$ cat config.mk
export PLATFORM = sky130hd
export DESIGN_NAME = gpio_sect_ctrl
export DESIGN_NICKNAME = d
export VERILOG_FILES = /design/src/rtl/gpio_pkg.sv /design/src/rtl/gpio_rst_sync.sv /design/src/rtl/gpio_in_sync.sv /design/src/rtl/gpio_bank.sv /design/src/rtl/gpio_sect_ctrl.sv
export SDC_FILE = /design/constraint.sdc
export NUM_CORES = 1
export LEC_CHECK = 0
export ABC_AREA = 1
export ABC_CLOCK_PERIOD_IN_PS = 12570
export BUFFER_PORTS_ARGS = -buffer_cell sky130_fd_sc_hd__buf_2
export CAP_MARGIN = 15
export CORE_MARGIN = 2
export CORE_UTILIZATION = 40
export CTS_CLUSTER_DIAMETER = 150
export CTS_CLUSTER_SIZE = 20
export DETAILED_ROUTE_END_ITERATION = 10
export HOLD_SLACK_MARGIN = 0.15
export PLACE_DENSITY = 0.58
export SLEW_MARGIN = 15
export SYNTH_ARGS = -nofsm -noshare
export SYNTH_HDL_FRONTEND = slang
export SYNTH_SLANG_ARGS = --single-unit
$ cat constraint.sdc
create_clock -name clk -period 12.57 [get_ports clk]
set_clock_uncertainty 0.2 [all_clocks]
set_input_delay 2.514 -clock clk [delete_from_list [all_inputs] [get_ports clk]]
set_output_delay 2.514 -clock clk [all_outputs]
set_load 0.01 [all_outputs]
$ cat src/rtl/gpio_pkg.sv
package gpio_pkg;
  localparam int unsigned OFF_W = 6;

  localparam logic [OFF_W-1:0] OFF_MSTAT = 6'h00;
  localparam logic [OFF_W-1:0] OFF_STAT  = 6'h04;
  localparam logic [OFF_W-1:0] OFF_MSET  = 6'h08;
  localparam logic [OFF_W-1:0] OFF_MCLR  = 6'h0C;
  localparam logic [OFF_W-1:0] OFF_DIR   = 6'h10;
  localparam logic [OFF_W-1:0] OFF_OUT   = 6'h14;
  localparam logic [OFF_W-1:0] OFF_IN    = 6'h18;
  localparam logic [OFF_W-1:0] OFF_LVL   = 6'h20;

  typedef struct packed {
    logic stat_clr;
    logic mask_set;
    logic mask_clr;
    logic dir;
    logic out;
    logic lvl;
    logic in_ro;
  } bank_wr_t;
endpackage

$ cat src/rtl/gpio_rst_sync.sv
module gpio_rst_sync (
  input  logic clk_i,
  input  logic rst_ni,
  output logic rst_sync_no
);
  logic stage1_q;
  logic stage2_q;

  always_ff @(posedge clk_i or negedge rst_ni) begin
    if (!rst_ni) begin
      stage1_q <= 1'b0;
      stage2_q <= 1'b0;
    end else begin
      stage1_q <= 1'b1;
      stage2_q <= stage1_q;
    end
  end

  assign rst_sync_no = stage2_q;
endmodule

$ cat src/rtl/gpio_in_sync.sv
module gpio_in_sync #(
  parameter int unsigned W = 32
) (
  input  logic         clk_i,
  input  logic         rst_ni,
  input  logic [W-1:0] pin_i,
  output logic [W-1:0] lvl_o,
  output logic [W-1:0] rise_o
);
  logic [W-1:0] meta_q, sync_q, prev_q;

  always_ff @(posedge clk_i or negedge rst_ni) begin
    if (!rst_ni) begin
      meta_q <= '0;
      sync_q <= '0;
      prev_q <= '0;
    end else begin
      meta_q <= pin_i;
      sync_q <= meta_q;
      prev_q <= sync_q;
    end
  end

  assign lvl_o  = sync_q;
  assign rise_o = sync_q & ~prev_q;
endmodule

$ cat src/rtl/gpio_bank.sv
module gpio_bank
  import gpio_pkg::*;
#(
  parameter int unsigned SEC_W = 8
) (
  input  logic             clk_i,
  input  logic             rst_ni,
  input  logic             we_i,
  input  logic [OFF_W-1:0] off_i,
  input  logic [SEC_W-1:0] wdata_i,
  input  logic [SEC_W-1:0] pin_lvl_i,
  input  logic [SEC_W-1:0] pin_rise_i,
  output logic [SEC_W-1:0] rdata_o,
  output logic [SEC_W-1:0] pin_out_o,
  output logic [SEC_W-1:0] pin_oe_o,
  output logic             irq_o
);
  bank_wr_t wr;
  logic [SEC_W-1:0] dir_q, dir_d;
  logic [SEC_W-1:0] out_q, out_d;
  logic [SEC_W-1:0] mask_q, mask_d;
  logic [SEC_W-1:0] stat_q, stat_d;
  logic [SEC_W-1:0] lvl_q, lvl_d;
  logic [SEC_W-1:0] set_vec, clr_vec;

  always_comb begin
    wr.stat_clr = we_i && (off_i == OFF_STAT);
    wr.mask_set = we_i && (off_i == OFF_MSET);
    wr.mask_clr = we_i && (off_i == OFF_MCLR);
    wr.dir      = we_i && (off_i == OFF_DIR);
    wr.out      = we_i && (off_i == OFF_OUT);
    wr.lvl      = we_i && (off_i == OFF_LVL);
    wr.in_ro    = we_i && (off_i == OFF_IN);
  end

  always_comb begin
    set_vec = (lvl_q & pin_lvl_i) | (~lvl_q & pin_rise_i);
    clr_vec = wr.stat_clr ? wdata_i : '0;
  end

  always_comb begin
    dir_d  = dir_q;
    out_d  = out_q;
    mask_d = mask_q;
    lvl_d  = lvl_q;
    if (wr.dir)      dir_d  = wdata_i;
    if (wr.out)      out_d  = wdata_i;
    if (wr.lvl)      lvl_d  = wdata_i;
    if (wr.mask_set) mask_d = mask_q | wdata_i;
    if (wr.mask_clr) mask_d = mask_q & ~wdata_i;
    stat_d = (stat_q & ~clr_vec) | set_vec;
  end

  always_ff @(posedge clk_i or negedge rst_ni) begin
    if (!rst_ni) begin
      dir_q  <= '1;
      out_q  <= '0;
      mask_q <= '1;
      stat_q <= '0;
      lvl_q  <= '0;
    end else begin
      dir_q  <= dir_d;
      out_q  <= out_d;
      mask_q <= mask_d;
      stat_q <= stat_d;
      lvl_q  <= lvl_d;
    end
  end

  always_comb begin
    unique case (off_i)
      OFF_MSTAT: rdata_o = stat_q & ~mask_q;
      OFF_STAT:  rdata_o = stat_q;
      OFF_MSET:  rdata_o = mask_q;
      OFF_DIR:   rdata_o = dir_q;
      OFF_OUT:   rdata_o = out_q;
      OFF_IN:    rdata_o = pin_lvl_i;
      OFF_LVL:   rdata_o = lvl_q;
      default:   rdata_o = '0;
    endcase
  end

  assign pin_out_o = out_q;
  assign pin_oe_o  = ~dir_q;
  assign irq_o     = |(stat_q & ~mask_q);

  // every bit written to the set address is masked afterwards
  a_r8_mask_set: assert property (@(posedge clk_i) disable iff (!rst_ni)
    (wr.mask_set && !wr.mask_clr) |=> ((mask_q & $past(wdata_i)) == $past(wdata_i)));
  // every bit written to the clear address is unmasked afterwards
  a_r8_mask_clr: assert property (@(posedge clk_i) disable iff (!rst_ni)
    wr.mask_clr |=> ((mask_q & $past(wdata_i)) == '0));
  // a cleared bit stays clear unless a trigger arrived in that cycle
  a_r7_clear_holds: assert property (@(posedge clk_i) disable iff (!rst_ni)
    wr.stat_clr |=> ((stat_q & $past(wdata_i & ~set_vec)) == '0));
  // no status bit rises without a trigger in the previous cycle
  a_r5_no_spurious: assert property (@(posedge clk_i) disable iff (!rst_ni)
    !$fell(rst_ni) |=> ((stat_q & ~$past(stat_q) & ~$past(set_vec)) == '0));
  // a write to the input readback touches neither direction nor output
  a_r4_input_ro: assert property (@(posedge clk_i) disable iff (!rst_ni)
    wr.in_ro |=> ($stable(dir_q) && $stable(out_q)));
endmodule

$ cat src/rtl/gpio_sect_ctrl.sv
module gpio_sect_ctrl
  import gpio_pkg::*;
#(
  parameter int unsigned NUM_SEC = 4,
  parameter int unsigned SEC_W   = 8,
  parameter int unsigned DATA_W  = 32
) (
  input  logic                      clk,
  input  logic                      rst_n,
  input  logic [OFF_W+$clog2(NUM_SEC)-1:0] bus_addr,
  input  logic                      bus_we,
  input  logic [DATA_W-1:0]         bus_wdata,
  output logic [DATA_W-1:0]         bus_rdata,
  input  logic [NUM_SEC*SEC_W-1:0]  pin_in,
  output logic [NUM_SEC*SEC_W-1:0]  pin_out,
  output logic [NUM_SEC*SEC_W-1:0]  pin_oe,
  output logic                      irq
);
  localparam int unsigned NPINS = NUM_SEC * SEC_W;
  localparam int unsigned SEL_W = $clog2(NUM_SEC);

  logic               rst_int_n;
  logic [SEL_W-1:0]   sel;
  logic [OFF_W-1:0]   off;
  logic [NPINS-1:0]   pin_lvl, pin_rise;
  logic [SEC_W-1:0]   bank_rd [NUM_SEC];
  logic [NUM_SEC-1:0] bank_irq;
  logic               unused_wdata_hi;

  assign sel = bus_addr[OFF_W +: SEL_W];
  assign off = bus_addr[OFF_W-1:0];
  assign unused_wdata_hi = ^bus_wdata[DATA_W-1:SEC_W];

  gpio_rst_sync u_rst_sync (
    .clk_i       (clk),
    .rst_ni      (rst_n),
    .rst_sync_no (rst_int_n)
  );

  gpio_in_sync #(.W(NPINS)) u_in_sync (
    .clk_i  (clk),
    .rst_ni (rst_int_n),
    .pin_i  (pin_in),
    .lvl_o  (pin_lvl),
    .rise_o (pin_rise)
  );

  for (genvar s = 0; s < NUM_SEC; s++) begin : g_bank
    logic bank_we;
    assign bank_we = bus_we && (sel == SEL_W'(s));

    gpio_bank #(.SEC_W(SEC_W)) u_bank (
      .clk_i      (clk),
      .rst_ni     (rst_int_n),
      .we_i       (bank_we),
      .off_i      (off),
      .wdata_i    (bus_wdata[SEC_W-1:0]),
      .pin_lvl_i  (pin_lvl[s*SEC_W +: SEC_W]),
      .pin_rise_i (pin_rise[s*SEC_W +: SEC_W]),
      .rdata_o    (bank_rd[s]),
      .pin_out_o  (pin_out[s*SEC_W +: SEC_W]),
      .pin_oe_o   (pin_oe[s*SEC_W +: SEC_W]),
      .irq_o      (bank_irq[s])
    );
  end

  assign bus_rdata = {{(DATA_W-SEC_W){1'b0}}, bank_rd[sel]};
  assign irq       = |bank_irq;

  // while the synchronized reset is held, no interrupt is raised
  a_r2_reset_quiet: assert property (@(posedge clk) !rst_int_n |-> !irq);
endmodule

Word-level counts from Yosys, hierarchy flattened

Cells that the tools add are included.

Output and inout bits: 97
Register bits: 258
Bits of input ports: 75
Word-level logic and storage cells: 142

Mux-type cells: 19
Magnitude comparators: 1
Bitwise gates (word level): 52
Equal/unequal tests: 10
Reduce and logical (&&, ||, !) cells: 35

Operators by type and width:

| operator           | number |
|---|---|
| $pmux 8 s7         | 4 |
| $and 8x8->8        | 20 |
| $not 8->8          | 17 |
| $mux 8             | 14 |
| $or 8x8->8         | 12 |
| $and 32x32->32     | 1 |
| $not 32->32        | 1 |
| $reduce_or 32->1   | 1 |
| $logic_and 1x1->1  | 28 |
| $eq 6x5->1 const B | 3 |
| $bmux 8 s2         | 1 |
| $eq 6x4->1 const B | 2 |
| $reduce_bool 2->1  | 4 |
| $eq 6x3->1 const B | 1 |
| $eq 6x6->1 const B | 1 |
| $logic_not 6->1    | 1 |
| $eq 2x2->1 const B | 2 |
| $ge 3x3->1 const B | 1 |
| $not 2->3          | 1 |
| $eq 2x1->1 const B | 1 |
| $logic_not 2->1    | 1 |

Logic depth before layout (Yosys ltp)

Gate-level depths: netlist of the first run.

Word-level depth: 7
Gate-level depth with buffers: 11
Depth with buffers taken out: 10

Hierarchy

A second synthesis of the first run with hierarchy kept.

Cells, all modules: 1654
Area total of the unflattened synthesis: 13611.8 um2

By module, submodules not included:

| module         | area an instance (um2) | times used | seq. area each (um2) | cells an instance |
|---|---|---|---|---|
| gpio_bank      | 2563.7                 | 4          | 1021.0               | 345 |
| gpio_in_sync   | 2722.6                 | 1          | 2402.3               | 160 |
| gpio_sect_ctrl | 580.6                  | 1          | 0.0                  | 111 |
| gpio_rst_sync  | 53.8                   | 1          | 50.0                 | 3 |

Worst setup path after synthesis of the first run

OpenSTA, ideal clock, no wires.

Path kind: input to output
Start point: input bus_addr[1]
End point: output bus_rdata[1]
Cell stages on the path: 9
Data arrival time: 3601 ps
Setup slack: 6255 ps
Path buffers: 2
Data required time: 9856 ps
Cell sequence: nor2_2 > buf_2 > buf_2 > nand4_1 > nand2_1 > nor2_1 > nand2_1 > nand3_1 > nand2_1

Cells in the longest elaborated chain, start to end: 5
Elaborated cells on any way between the ends: 14
Those cells by class: eq/ne (6); mux (7); reduce/logical (1)

RTL lines:

| item                                           | line                 | RTL |
|---|---|---|
| from (decl)                                    | gpio_sect_ctrl.sv:10 | `input logic [OFF_W+$clog2(NUM_SEC)-1:0] bus_addr,` |
| $eq 6x6->1 (tied with other cells)             | gpio_bank.sv:71      | `unique case (off_i)` |
| $pmux 8 s7                                     | gpio_bank.sv:71      |  |
| $bmux 8 s2 (*)                                 | gpio_sect_ctrl.sv:67 | `assign bus_rdata = {{(DATA_W-SEC_W){1'b0}}, bank_rd[sel]};` |
| $mux 8 (implied by the code) (*) (2 in series) | gpio_sect_ctrl.sv:67 |  |
| to (decl)                                      | gpio_sect_ctrl.sv:13 | `output logic [DATA_W-1:0] bus_rdata,` |

Every way passes the cells marked *; elsewhere a longest branch is shown, timed or not. The select of a mux whose other input is x is not followed.

Worst setup path in the final report of the first run

Start point: input bus_addr[1]
End point: output bus_rdata[3]

Same word-level chain as after synthesis.

==> impl_results.md, run 1 <==
- Clock Power Share: between 30% and 40%
- CTS tree: built
- Crit path DAT: about 4.9 ns
- Final Util: between 40 and 50%
- IO Port Bufs: 123
- Worst Max-Slew Pin Slew: approximately 1.1 ns
- First-pass GRT wire length: roughly 59 mm
- DRT Pass-1 Iters: 5
- Sequential share of the synthesized area: 54.6%
- Sw power: roughly 430 uW
- Site row count: 63
- Final hold slack: roughly 0.15 ns
- Boundary Pins: 172
- CP Capture Type: output port
- Max clock buf depth: 3
- Largest area contributor in the synthesized netlist: dfrtp_1
- Post-CTS Hold Fix Bufs: 0
- Hold Vio Cnt, Final: 0
- Clock insertion delay at the later pin of the skew report: around 0.5 ns
- Routed vias/inst: about 5.4
- GP Congestion: about 0.93
- Mapped cell area: 12000 sq um
- Total GRT Usage: about a quarter
- Number of diodes: 0
- Die footprint: approximately 31000 sq um
- Mean Syn Cell Area: between 8 and 9 sq um
- Worst vdd ir: 73.7 uV
- Synth Area in Compound Gates: 8.73%
- Setup TNS: 0 ns
- DP Wirelength: 25.2 mm
- Largest fanout on the critical path: 90
- Yosys warns: 0
- H-tree Lvls: 1
- Syn Inst Count: 1434
- Internal Power: between 1 and 1.5 mW
- Worst path required time: around 9.9 ns
- RSZ-0062 raised after global routing: no
- Number of remaining DRC errors: 0
- Synth area leaders: dfrtp_1 41%, dfstp_2 14%, nand2_1 12%
- Core area: a little under 30000 sq um
- Post-CTS sizing: 0
- Layout overhead on the synthesized area: 9.97%
- Synth top area share: 40.5%
- Status: completed
- Logic pwr share: under 10%
- Largest family of logic cells by synthesized area: simple AND/OR/NAND/NOR gates
- FILL cells: roughly 3.0k
- Final period util: 60.5%
- Synth Area in Adders: 0%
- Kind of critical path: in -> out
- Max Slew Vio Count: 0
- Final nets: between 1.5k and 2k
- Starting Density: approximately two fifths
- Rel. slew slack: between 20% and 30%
- CTS sink cnt: ~260
- Die Y: ~180 um
- CP Launch Type: primary input
- Register bit total from synthesis: 258
- Initial antenna violation count: 2
- Synth cell types: 25
- Total of max-cap violations: 0
- Sequential fraction of design power: 56.4%
- Die width: ~180 um
- Simple-gate share of the synthesized area: ~28%
- Layout cells sized above 1: 16.7%
- Routed WL per cell: ~20 um
- Peak Freq: around 0.13 GHz
- Num CTS Buffers: 16
- Number of global-route vias before repair: 9465
- Final setup viols: 0
- Post-layout min period: around 7.6 ns
- Post-CTS setup buffer count: 0
- Tightest Hold Check Type: reg -> reg
- Largest net degree at the start of global routing: 91
- Xor/xnor cell area share of the yosys netlist: 0%
- CTS root buffer: clkbuf_16
- Vias: slightly above 10k
- P_leak: 6.31 nW
- Power per cell area: about 120 nW/um^2
- Sw frac: a little over a quarter
- Final wirelength: roughly 39 mm
- Clk slew on worst S/H paths: around 0.08 ns
- Total power draw: approximately 1.6 mW
- Initial DRC count: about 1.0k
- ANT nets after route: 0
- Multiplexer share of the synthesized area: 0%
- Total congestion overflow: 0
## power groups by stage
| stage | Clock [mW] | Combinational [mW] | Sequential (mW) |
|---|---|---|---|
| final | 0.547 | 0.153 | 0.906 |
| after global routing | 0.593 | 0.169 | 0.911 |
| after CTS | 0.560 | 0.152 | 0.906 |
| after detailed placement | 0 | 0.152 | 0.921 |
| after global placement | 0 | 0.150 | 0.921 |
| after floorplan | 0 | 0.0863 | 0.921 |
## cell type report
| type | instances | area, sq um | area share [%] |
|---|---|---|---|
| well taps | 390 | 488 | 3.70 |
| repair buffers | 136 | 713 | 5.41 |
| inverters | 117 | 439 | 3.33 |
| clock buffers | 28 | 477 | 3.62 |
| multi-input cells | 968 | 4510 | 34.3 |
| flip-flops and latches | 258 | 6540 | 49.7 |
## critical path, stage by stage
cell	delay, ns
buf_2	0.12
nor2_4	0.09
buf_4	0.79
nand2_1	0.14
nor2_2	0.12
buf_4	0.33
nand2_1	0.10
nand2_1	0.07
nor2_1	0.05
nand2_1	0.12
nand3_1	0.13
nand2_1	0.13
buf_2	0.15
## cell families (layout without fill, tap and decap cells)
kind of cell,after synthesis,after routing
buf+inv,231,281
compound gates,201,201
simple gates,742,742
other cells,2,25
flops,258,258
## final timing paths
kind | startpoint | to | slack [ns] | cells past startpoint
worst min register to register | u_in_sync.meta_q[6] | u_in_sync.lvl_o[6] | 0.15 | 0
max in group asynchronous | u_rst_sync.rst_sync_no | g_bank[1].u_bank.lvl_q[5] | 9.89 | 2
min in group asynchronous | u_rst_sync.rst_sync_no | u_in_sync.meta_q[6] | 0.16 | 0
worst max-delay path | bus_addr[1] | bus_rdata[3] | 4.97 | 13
worst min-delay path | u_in_sync.meta_q[6] | u_in_sync.lvl_o[6] | 0.15 | 0
worst max register to register | u_rst_sync.rst_sync_no | g_bank[1].u_bank.lvl_q[5] | 9.89 | 2
## through the flow
stage / instance area, sq um / cells / worst slack, ns
after global routing: 13200 / 1897 / 4.76
after CTS: 13200 / 1897 / 4.99
final: 13200 / 1897 / 4.97
after floorplan: 12100 / 1457 / 4.76
after detailed placement: 12700 / 1869 / 5.00
after global placement: 12700 / 1869 / 5.01
## layout by cell type (no fill, tap or decap), types with 17 or more instances in the layout
master	instances
o21ai_1	47
dfrtp_1	193
nor2_1	98
inv_1	111
nand3_1	124
o21ai_0	138
buf_2	123
clkbuf_16	17
nand4_1	108
nand2_1	377
dfstp_2	64
conb_1	25
## metal layers
metal,vias to the layer above,track usage [%],part of all wire [%]
li1,4785,-,-
met1,4853,37.0,45
met2,457,34.2,41
met3,74,6.74,10
met4,4,9.47,4.0
met5,-,0,0.065
## synth_stat cells
cell type	instances
buf_1	6
buf_2	41
buf_4	30
buf_6	4
clkbuf_1	33
conb_1	2
dfrtp_1	194
dfstp_2	64
inv_1	111
inv_2	6
nand2_1	377
nand2_2	9
nand3_1	124
nand4_1	108
nand4_2	1
nor2_1	103
nor2_2	5
nor2_4	2
nor3_2	4
nor3_4	1
nor4_1	8
o21a_1	8
o21ai_0	138
o21ai_1	47
o21bai_1	8
Note: power is estimated with default switching activity, not from simulation.
==> run 2, diff against run 1 <==
- ABC_AREA: 1 -> 0
- ABC_CLOCK_PERIOD_IN_PS: 12570 -> 7100
- clock period: 12.57 -> 7.1 ns (I/O delays scaled with it)
==> impl_results.md, run 2 <==
- Final period util: 78.6%
- Sw frac: 25.3% (-1.5 points)
- Post-layout min period: 5.58 ns
- Num CTS Buffers: 16 (unchanged)
- Setup TNS: 0 ns (unchanged)
- Mapped cell area: 11500 sq um (-4.3%)
- Hold Vio Cnt, Final: 0 (unchanged)
- Number of global-route vias before repair: 8081 (-15%)
- Total power draw: 2.83 mW (+76%)
- Max Slew Vio Count: 0 (unchanged)
- Die Y: 173 um (-2.1%)
- Site row count: 61 (-3.2%)
- Total congestion overflow: 0 (unchanged)
- FF-to-FF path depth: 2 (unchanged)
- Status: completed
- P_leak: 5.74 nW (-9.1%)
- Tightest Hold Check Type: reg -> reg
- Logic pwr share: 9.1% (-0.4 points)
- Post-synth top flop: dfrtp_1
- Commonest non-fill, non-tap cell in the layout: dfrtp_1
- Worst Max-Slew Pin Slew: 1.21 ns (+0.0813 ns)
- Largest net degree at the start of global routing: 123 (+35%)
- Clk slew on worst S/H paths: 0.08 ns (about the same)
- First-pass GRT wire length: 52.4 mm (-11%)
- Synth area leaders: dfrtp_1 42%, dfstp_2 15%, mux2_2 8.9%
- Power per cell area: 221 nW/um^2 (+81%)
- H-tree Lvls: 1 (unchanged)
- Synth async-reset ratio: 100% (unchanged)
- Clock insertion delay at the later pin of the skew report: 0.50 ns (about the same)
- IO Port Bufs: 123 (unchanged)
- Number of remaining DRC errors: 0 (unchanged)
- Post-CTS Hold Fix Bufs: 1 (+1)
- Sequential share of the synthesized area: 57.0% (+2.5 points)
- Final setup viols: 0 (unchanged)
- Sw power: 716 uW (+66%)
- Kind of critical path: in -> out
- CTS sink cnt: 258 (unchanged)
- Die width: 173 um (-2.1%)
- Vias: 8277 (-19%)
- Total GRT Usage: 23.0% (-1.9 points)
- Final hold slack: 0.151 ns (+0.00283 ns)
- Number of synthesized flops with an enable pin: 0 (unchanged)
- ANT nets after route: 0 (unchanged)
- Max clock buf depth: 3 (unchanged)
- CP Capture Type: output port
- Internal Power: 2.12 mW (+80%)
- Final Util: 45.8% (+1.2 points)
- Boundary Pins: 172 (unchanged)
- Routed vias/inst: 5.70 (+6.3%)
- Crit path DAT: 3.96 ns (-0.93 ns)
- DRT Pass-1 Iters: 6 (+1)
- Yosys warns: 0 (unchanged)
- Count leader, synth: dfrtp_1
- Register-to-register setup slack: 5.05 ns (-4.84 ns)
- Final wirelength: 34.8 mm (-9.7%)
- Worst vdd ir: 167 uV (+130%)
- Most frequent cells in the layout: 193 x dfrtp_1, 123 x buf_2, 91 x mux2_2, 64 x dfstp_2, 58 x nand2_1
- GP Congestion: 0.884 (-5.1%)
- Sequential fraction of design power: 57.0% (+0.6 points)
- Largest area contributor in the synthesized netlist: dfrtp_1
- Final nets: 1139 (-28%)
- Peak Freq: about 0.18 GHz
- Layout overhead on the synthesized area: 11.9%
- Clock Power Share: 33.9% (about the same)
- Min-Delay Path Depth: 0 (unchanged)
- Hold path startpoint: u_in_sync.meta_q[31]
- Die footprint: 30000 sq um (-4.2%)
- Beginning of the worst register-to-register path: u_rst_sync.rst_sync_no
- Routed WL per cell: 23.9 um (+18%)
- Mean Syn Cell Area: 12.0 sq um (+44%)
- CTS root buffer: clkbuf_16
- Syn Inst Count: 956 (-33%)
- Top post-synthesis cells by count: 194 x dfrtp_1, 91 x mux2_2, 64 x dfstp_2
- DP Wirelength: 22.8 mm (-9.6%)
- CP Launch Type: primary input
- Post-CTS setup buffer count: 0 (unchanged)
- Worst path required time: 5.48 ns (-4.38 ns)
- Starting Density: 40.9% (+0.40 points)
- Number of diodes: 0 (unchanged)
- Total of max-cap violations: 0 (unchanged)
- RSZ-0062 raised after global routing: no
- Rel. slew slack: 19.3% (-5.7 points)
- Core area: 28000 sq um (-5.2%)
- Synth top area share: 42.4% (+1.8 points)
- Layout cells sized above 1: 33.0% (+16 points)
- Worst hold endpoint: u_in_sync.lvl_o[31]
- CTS tree: built
- Post-CTS sizing: 0 (unchanged)
- Initial DRC count: 838 (-19%)
- R2r endpoint: u_in_sync.lvl_o[16]
- Largest fanout on the critical path: 12 (-87%)
- Initial antenna violation count: 0 (-2)
- Synth cell types: 65 (+160%)
- Register bit total from synthesis: 258 (unchanged)
## run 2: changes by cell type after synthesis, sizes merged, moves of 19 or more
cell / delta
a22oi: +19
o21ai: -164
nand3: -119
nand2: -325
inv: -61
a21oi: +50
nand4: -101
a22o: +36
nor2: -73
a31oi: +26
mux2: +99
nand2b: +50
mux2i: +20
buf: -27
## run 2: cell families (layout without fill, tap and decap cells)
family          count (synthesis)  after routing  share of synthesized area [%]
compound gates                227            227                           14.4
buf+inv                       134            229                           5.98
flops                         258            258                           57.0
mux                           119            119                           11.7
other cells                     2             25                         0.0655
simple gates                  216            216                           10.8
## run 2: power by group through the flow
stage	sequential, mW	combinational [mW]	clock [mW]
final	1.61	0.258	0.959
after global routing	1.62	0.284	1.04
after CTS	1.61	0.258	0.977
after detailed placement	1.64	0.253	0
after global placement	1.64	0.250	0
after floorplan	1.64	0.153	0
## run 2: metal layers
metal  track usage (%)  up-vias  routed length [um]
li1                  -     3615                   -
met1              34.3     4148               15200
met2              33.6      427               15200
met3              3.64       87                2900
met4              8.90        0                1510
met5                 0        -                   0
## run 2: how the worst max path moves through the flow
stage / cells past startpoint / end / startpoint / slack [ns]
2_1_floorplan: 8 / bus_rdata[7] / bus_addr[4] / 2.41
3_3_place_gp: 8 / bus_rdata[3] / bus_addr[4] / 1.58
3_5_place_dp: 8 / bus_rdata[3] / bus_addr[4] / 1.61
4_1_cts: 8 / bus_rdata[3] / bus_addr[4] / 1.59
5_1_grt: 8 / bus_rdata[3] / bus_addr[4] / 1.42
6_report: 8 / bus_rdata[3] / bus_addr[4] / 1.52
## run 2: metrics by stage
stage               setup slack, ns  std cells  cell area, sq um
floorplan                      2.41        979             11500
CTS                            1.59       1452             12800
global placement               1.58       1423             12300
finish                         1.52       1452             12800
global route                   1.42       1452             12800
detailed placement             1.61       1423             12300
## run 2: cell type report
cell class / instances / area (sq um)
clock buffer: 28 / 477
fill: 2646 / 15200
inverter: 57 / 214
multi-input combinational: 587 / 4330
sequential: 258 / 6540
tap: 378 / 473
timing repair buffer: 144 / 798
## run 2: worst max-delay path: stages
cell and delay (ns):
buf_2 0.30, or4b_1 0.47, buf_4 0.24, nor2_2 0.58
o2bb2ai_1 0.18, a2111oi_0 0.12, o31ai_1 0.41, buf_2 0.22
==> run 3, diff against run 2 <==
- ABC_AREA: 0 -> 1
- ABC_CLOCK_PERIOD_IN_PS: 7100 -> 5200
- clock period: 7.1 -> 5.2 ns (I/O delays scaled with it)
==> impl_results.md, run 3 (same netlist as run 1, synthesis figures left out) <==
- Initial DRC count: 1090 (+30%)
- Initial antenna violation count: 1 (+1)
- Routed vias/inst: 5.40 (-5.3%)
- Most frequent cells in the layout: 377 x nand2_1, 193 x dfrtp_1, 138 x o21ai_0, 124 x nand3_1, 123 x buf_2
- Post-CTS Hold Fix Bufs: 2 (+1)
- Site row count: 63 (+3.3%)
- Worst path cell trace: buf_2 -> inv_2 -> nor2_2 -> buf_12 -> nand4_1 -> nand2_1 -> nor2_1 -> nand2_1 -> nand3_1 -> nand2_1 -> buf_2
- Post-CTS setup buffer count: 0 (unchanged)
- Number of global-route vias before repair: 9624 (+19%)
- Clock insertion delay at the later pin of the skew report: 0.51 ns (about the same)
- Starting Density: 40.5% (-0.40 points)
- Worst vdd ir: 201 uV (+20%)
- CTS tree: built
- Boundary Pins: 172 (unchanged)
- Clk slew on worst S/H paths: 0.09 ns (about the same)
- P_leak: 6.36 nW (+11%)
- Min-Delay Path Depth: 0 (unchanged)
- Total power draw: 3.88 mW (+37%)
- Worst path required time: 3.96 ns (-1.52 ns)
- Total congestion overflow: 0 (unchanged)
- Max Slew Vio Count: 0 (unchanged)
- CP Launch Type: primary input
- Cell family with most CP delay: simple AND/OR/NAND/NOR gates
- DRT Pass-1 Iters: 5 (-1)
- Worst Max-Slew Pin Slew: 1.08 ns (-0.129 ns)
- GP Congestion: 0.942 (+6.6%)
- Largest fanout on the critical path: 22 (+10)
- DP Wirelength: 25.6 mm (+12%)
- R2r endpoint: g_bank[0].u_bank.pin_out_o[3]
- Largest net degree at the start of global routing: 119 (-3.3%)
- GR Layer Usage met2: 35.5% (+1.9 points)
- Hold Vio Cnt, Final: 0 (unchanged)
- Setup TNS: 0 ns (unchanged)
- H-tree Lvls: 1 (unchanged)
- Total of max-cap violations: 0 (unchanged)
- Cell mode on critical path: nand2_1
- CP Capture Type: output port
- Critical path buffers and inverters: 4 (+1)
- Die width: 177 um (+2.2%)
- ANT nets after route: 0 (unchanged)
- Final period util: between 80% and 90%
- Routing usage on met1: 38.0% (+3.8 points)
- Post-layout min period: 4.18 ns
- Commonest non-fill, non-tap cell in the layout: nand2_1
- CTS sink cnt: 258 (unchanged)
- Final Instance Count excl. Fillers: 1905 (+31%)
- Total GRT Usage: 25.1% (+2.1 points)
- Beginning of the worst register-to-register path: u_rst_sync.rst_sync_no
- Die footprint: 31300 sq um (+4.4%)
- Final nets: 1578 (+39%)
- Final wirelength: 38.8 mm (+12%)
- Power per cell area: 291 nW/um^2 (+32%)
- Number of remaining DRC errors: 0 (unchanged)
- Worst hold endpoint: u_in_sync.lvl_o[31]
- Core area: 29600 sq um (+5.5%)
- Final Util: 45.0% (-0.78 points)
- Layout overhead on the synthesized area: 11.1%
- First-pass GRT wire length: 59.7 mm (+14%)
- IO Port Bufs: 123 (unchanged)
- CP max stage cell: nor2_2
- Vias: 10.3k (+24%)
- Tightest Hold Check Type: reg -> reg
- Final setup viols: 0 (unchanged)
- Kind of critical path: in -> out
- Routed WL per cell: 20.4 um (-15%)
- CTS root buffer: clkbuf_16
- Critical Path Max Stage Delay: 0.55 ns (-0.03 ns)
- Top Usage Layer GRT: met1
- Peak Freq: 0.239 GHz
- Register-to-register setup slack: 3.34 ns (-1.71 ns)
- Num CTS Buffers: 16 (unchanged)
- Placed Cells: 1873 (+32%)
- Die Y: 177 um (+2.2%)
- RSZ-0062 raised after global routing: no
- Status: completed
- Layout cells sized above 1: 16.9% (-16 points)
- Max clock buf depth: 3 (unchanged)
- Final hold slack: 0.142 ns (-0.00854 ns)
- Post-CTS sizing: 0 (unchanged)
- Rel. slew slack: 28.2% (+8.8 points)
- Met3 global-route usage: 4.38% (+0.74 points)
- FF-to-FF path depth: 1 (-1)
- Hold path startpoint: u_in_sync.meta_q[31]
- Crit path DAT: 2.94 ns (-1.02 ns)
-- run 3: cell count changes in the layout (fill, tap and decap cells not counted), sizes merged, moves of 20 or more --
cell	delta
nand2	+325
nand3	+119
nand2b	-50
a22o	-36
a21oi	-50
mux2i	-20
nor2	+73
o21ai	+164
a31oi	-26
inv	+61
nand4	+101
mux2	-99
-- run 3: through the flow --
step	setup slack, ns	area (sq um)
2_1_floorplan	0.828	12100
3_3_place_gp	1.10	12800
3_5_place_dp	1.09	12800
4_1_cts	1.07	13300
5_1_grt	0.938	13300
6_report	1.02	13300
-- run 3: power by group --
group,switching (mW),internal (mW),total [mW]
registers,0.0709,2.12,2.19
clock network,0.678,0.628,1.31
logic,0.280,0.104,0.384
total,1.03,2.85,3.88
-- run 3: area by class of cell --
| type | count | area (sq um) |
|---|---|---|
| Sequential cell | 258 | 6540 |
| Antenna cell | 2 | 5.00 |
| Fill cell | 2963 | 16300 |
| Clock buffer | 28 | 477 |
| Tap cell | 390 | 488 |
| Timing Repair Buffer | 142 | 851 |
| Inverter | 117 | 439 |
| Multi-Input combinational cell | 968 | 4510 |
-- run 3: layer usage --
metal	vias to the layer above	routed length, um
met5	-	0
met4	0	1460
met3	64	3720
met1	4926	17500
met2	488	16100
li1	4803	-
-- run 3: how the worst max path moves through the flow --
stage,start,slack [ns],cells past startpoint,end
finish,bus_addr[5],1.02,11,bus_rdata[4]
global route,bus_addr[1],0.94,12,bus_rdata[6]
CTS,bus_addr[5],1.07,11,bus_rdata[4]
detailed placement,bus_addr[5],1.09,11,bus_rdata[4]
global placement,bus_addr[2],1.10,12,bus_rdata[0]
floorplan,u_rst_sync.rst_sync_no,0.83,0,g_bank[0].u_bank.lvl_q[0]
